**config.mk**
```make
export PLATFORM = sky130hd
export DESIGN_NAME = adc_ilv_recover
export DESIGN_NICKNAME = d
export VERILOG_FILES = /design/src/rtl/adc_ilv_pkg.sv /design/src/rtl/adc_ilv_ctrl.sv /design/src/rtl/adc_ilv_datapath.sv /design/src/rtl/adc_ilv_recover.sv
export SDC_FILE = /design/constraint.sdc
export NUM_CORES = 1
export LEC_CHECK = 0
export BUFFER_PORTS_ARGS = -buffer_cell sky130_fd_sc_hd__buf_4
export CORE_UTILIZATION = 43
export DETAILED_ROUTE_END_ITERATION = 8
export PLACE_DENSITY = 0.79
export SLEW_MARGIN = 20
export SYNTH_ARGS = -nofsm -noshare
export SYNTH_HDL_FRONTEND = slang
export SYNTH_SLANG_ARGS = --single-unit
```
**constraint.sdc**
```tcl
create_clock -name clk -period 1.15 [get_ports clk]
set_input_delay 0.23 -clock clk [delete_from_list [all_inputs] [get_ports clk]]
set_output_delay 0.23 -clock clk [all_outputs]
set_load 0.005 [all_outputs]
```
**src/rtl/adc_ilv_pkg.sv**
```systemverilog
package adc_ilv_pkg;
  localparam int SAMPLE_W   = 8;
  localparam int SUB_CNT    = 2;
  localparam int LANE_CNT   = SAMPLE_W * SUB_CNT;
  localparam int LANE_BITS  = 4;
  localparam int WORD_W     = LANE_CNT * LANE_BITS;
  localparam int SAMPLE_CNT = WORD_W / SAMPLE_W;

  typedef struct packed {
    logic load;
    logic clear;
  } ilvStrobe_t;
endpackage

```
**src/rtl/adc_ilv_ctrl.sv**
```systemverilog
module adc_ilv_ctrl
  import adc_ilv_pkg::*;
(
  input  logic       clk,
  input  logic       rst,
  input  logic       inValid,
  output ilvStrobe_t strobe,
  output logic       outValid
);
  always_comb begin
    strobe.clear = rst;
    strobe.load  = inValid & ~rst;
  end

  always_ff @(posedge clk) begin
    if (rst) outValid <= 1'b0;
    else     outValid <= inValid;
  end
endmodule

```
**src/rtl/adc_ilv_datapath.sv**
```systemverilog
module adc_ilv_datapath
  import adc_ilv_pkg::*;
#(
  parameter int SW = SAMPLE_W,
  parameter int LB = LANE_BITS,
  parameter int SC = SUB_CNT,
  localparam int LC = SW * SC,
  localparam int WW = LC * LB,
  localparam int NS = WW / SW
) (
  input  logic          clk,
  input  ilvStrobe_t    strobe,
  input  logic [WW-1:0] inWord,
  output logic [WW-1:0] outSamples
);
  logic [WW-1:0] remapped;

  for (genvar k = 0; k < NS; k++) begin : g_sample
    localparam int SUB = k % SC;
    localparam int TIX = k / SC;
    for (genvar b = 0; b < SW; b++) begin : g_bit
      localparam int LANE = SUB * SW + b;
      assign remapped[k*SW + b] = inWord[LANE*LB + (LB-1-TIX)];
    end
  end

  always_ff @(posedge clk) begin
    if (strobe.clear)     outSamples <= '0;
    else if (strobe.load) outSamples <= remapped;
  end
endmodule

```
**src/rtl/adc_ilv_recover.sv**
```systemverilog
module adc_ilv_recover
  import adc_ilv_pkg::*;
(
  input  logic              clk,
  input  logic              rst,
  input  logic              inValid,
  input  logic [WORD_W-1:0] inWord,
  output logic              outValid,
  output logic [WORD_W-1:0] outSamples
);
  ilvStrobe_t strobe;

  adc_ilv_ctrl ctrl_i (
    .clk(clk), .rst(rst), .inValid(inValid),
    .strobe(strobe), .outValid(outValid)
  );

  adc_ilv_datapath #(.SW(SAMPLE_W), .LB(LANE_BITS), .SC(SUB_CNT)) dp_i (
    .clk(clk), .strobe(strobe), .inWord(inWord), .outSamples(outSamples)
  );
endmodule

```
==> results.txt <==
In the finished design, the share of the clock period the worst path needs comes to 89.9%. Pin placement for this block handled 132 I/O pins. Synthesis produced 208 cells. The relative contribution of combinational cells to total power came out at 13.7%. Setup violations remaining at the end of the flow were counted as 0.

In the final layout, the share of cells above drive strength 1 is 43.2%. The tools report the wire length reported by the detailed router as 5170 microns. The worst-path maximum fanout was 2. 0 antenna diodes ended up in the layout.

No sink is reached through more buffers than the 2 on the longest clock path. STA puts the critical path data arrival time at 0.80 ns. The synthesis-stage register bit count was 65. Power spread over the standard cell area amounts to 1460 mW/mm^2. Cell with the largest stage delay on the worst path: dfxtp_1. By area, the combinational part of the netlist is dominated by multiplexers. The instance count on the critical path works out to 1. The core region is 0.00514 sq mm. The tools report the pin count of the biggest net entering global routing as 40.

The H-tree was split into 3 levels. The count of final max-slew check failures is 0, and the clock transition at the registers of the reported paths is 0.07 ns. The fraction of the mapped netlist area in simple logic gates was 10.7%; the number of stages on the worst hold path was 3. Averaged over all synthesized cells, the footprint is 11.1 sq um.

For this run, design rule violations remaining after detail routing come to 0. The analysis attributes to cell leakage a power of 1.83 nW. The number of max-capacitance violations reported is 0. HPWL after detailed placement: 3720 microns. The adder and majority cell fraction of the synthesized area is 0%. Endpoint kind of the worst setup timing path: an output pin. The library cell used most frequently in the layout, excluding fill and tap cells, is buf_4.

The run gives 0.33 ns as the clock latency on the worst-skew pair. The combined area of the multi-input logic cells was 887 sq um. The run gives 0 as the count of hold buffers inserted by post-cts repair. In this run the cell area of the synthesized design comes to 0.00231 sq mm.

The tools report the initial antenna violation count as 0. For the remaining max-slew budget at the tightest pin, the log shows 81.3%. The number of unique standard cell types used by synthesis is 10, and the number of vias per cell after detailed routing is 4.65. The logs give 7490 microns for the first-pass GRT wire length and 56.3% for the proportion of synthesized chip area in sequential cells.

The largest stage delay on the critical path is 0.35 ns. The number of global-route vias before repair was 1745. The die is 75.3 microns tall.

The fraction of synthesized cell area in xor and xnor cells came out at 0%. Summed over all layers, the global routing overflow is 0. The peak clock frequency supported by timing was 0.967 GHz. Clock skew on the completed layout was measured at 0 ns. The initial utilization of the core area, before any placement, comes to 45.0%. The clock group share of total power is 38.6%.

The top cell types in the final layout, fill and taps aside, are buf_4 (132), dfxtp_1 (65), mux2i_1 (64), nor2_1 (64), clkbuf_8 (12). Summed over all failing endpoints, the final setup total negative slack is 0 ns. The run finished with clean final reports. The routed design could run at a clock period as short as 1.03 ns. After synthesis, the share of cell area in mux cells is 27.7%. Setup repair after global routing left no endpoint under its margin.

The number of cells after detailed placement is 399, and the filler cell count in the final layout is 420. The count of buffers inserted at the top-level ports is 131. The detail route stage leaves a number of antenna-violating nets equal to 0. The number of buffers and inverters on the critical path is 1, and the count of final hold-check violations is 0.

Before antenna repair, the detailed router went through 4 iterations. TritonCTS built the clock tree. The run gives 0.686 as the final weighted congestion of routability-driven global placement. The tools report the cell chosen for the clock root as clkbuf_8.

Synthesis produced a netlist with a net count of 275. For this design the total switching power over the nets is 0.00114 W. Traced cell by cell, the critical path runs through buf_4. Row generation in the floorplan step produced 26 rows. The compound-gate portion of the synthesized area is 0%. The run gives 0.00401 W as the internal portion of total power.

The worst setup path is launched from a flip-flop. The floorplan step defined a die boundary enclosing 0.00567 sq mm. IR analysis of the VDD net gives a maximum drop of 844 uV. The finished layout holds 415 standard cells, fillers aside.

Buffers added to address setup during post-CTS repair amount to 0. The transition time at the pin with the least slew margin works out to 0.280 ns. The total via count in the routed design was 1928; the number of sinks on the clock net was 65.

For the worst setup path, the data required time is 0.92 ns. In this run the horizontal extent of the chip is 75.3 microns. For the warning count from the yosys run, the log shows 0.

At the end of the flow, the number of nets in the layout was 407. The sequential cells in the finished layout cover a total of 0.00130 sq mm. Global routing used 18.2% of the available tracks. In this run, post-CTS repair resized a total of 0 instances.

The number of design-rule violations left by the first detailed-router iteration is 30, and the count of cells along the worst register-to-register path is 2. Compared with the post-synthesis result, the final layout area differs by 53.0%. Broken down by cell family, the worst path's largest delay share belongs to flip-flops. The path type of the worst setup path is flip-flop to output pin. In the final routed layout, each cell accounts on average for 12.5 microns. The tightest min-delay check is of the input port to flip-flop type.

The fraction of power spent switching nets is 22.1%, and the sequential share of power is 47.7%. The number of buffers added by the clock tree synthesis step was 9.
## flip-flops by register name, summed over array words and instances (netlist names)
name,count
ctrl_i.outValid,1
dp_i.outSamples,64
## through the flow
stage	setup slack [ns]	utilization, %	instance area (sq um)	total power (W)	hold slack (ns)
after detailed placement	0.0991	64.7	3330	0.00322	0.470
after CTS	0.102	68.8	3530	0.00519	0.119
after global placement	0.148	64.7	3330	0.00319	0.461
final	0.116	68.8	3530	0.00515	0.134
after floorplan	0.271	-	2310	0.00280	0.377
after global routing	0.0710	68.8	3530	0.00537	0.123
## power groups by stage
| stage | clock (W) | sequential, W | combinational [W] |
|---|---|---|---|
| floorplan | 0 | 0.00251 | 0.000292 |
| global placement | 0 | 0.00250 | 0.000697 |
| detailed placement | 0 | 0.00250 | 0.000714 |
| CTS | 0.00202 | 0.00246 | 0.000715 |
| global route | 0.00213 | 0.00247 | 0.000773 |
| finish | 0.00199 | 0.00246 | 0.000705 |
## path summary, 6_finish.rpt
kind / start / endpoint / slack [ns]
worst min register to register: dp_i.outSamples[38]$_SDFFE_PP0P_ / dp_i.outSamples[38]$_SDFFE_PP0P_ / 0.50
worst min-delay path: inWord[58] / dp_i.outSamples[30]$_SDFFE_PP0P_ / 0.13
worst max register to register: dp_i.outSamples[5]$_SDFFE_PP0P_ / dp_i.outSamples[5]$_SDFFE_PP0P_ / 0.51
worst max-delay path: dp_i.outSamples[59]$_SDFFE_PP0P_ / outSamples[59] / 0.12
## area by class of cell
type                    count  area share, %
clock buffers              14           4.88
clock inverters             2          0.991
multi-input cells         129           25.1
flip-flops and latches     65           36.8
well taps                  70           2.48
repair buffers            135           29.7
## cell usage after synthesis, drive strengths merged
library cell  number  area, sq um
mux2i             64          641
nor2b              1         6.26
buf               13          119
nor2              64          240
clkbuf             1         3.75
dfxtp             65         1300
## routing by layer
layer  track usage [%]  up-vias  routed length (microns)
met5                 0        -                        0
met4              12.3        0                      142
met3              8.73       15                      576
met2              29.8       91                     2420
met1              18.4      874                     2020
li1                  -      948                        -
## cell families (layout without fill, tap and decap cells)
| group | Yosys count | after routing |
|---|---|---|
| buffers and inverters | 14 | 151 |
| flip-flops | 65 | 65 |
| multiplexers | 64 | 64 |
| AND/OR/NAND/NOR | 65 | 65 |
Power figures use the tool's default switching activity.
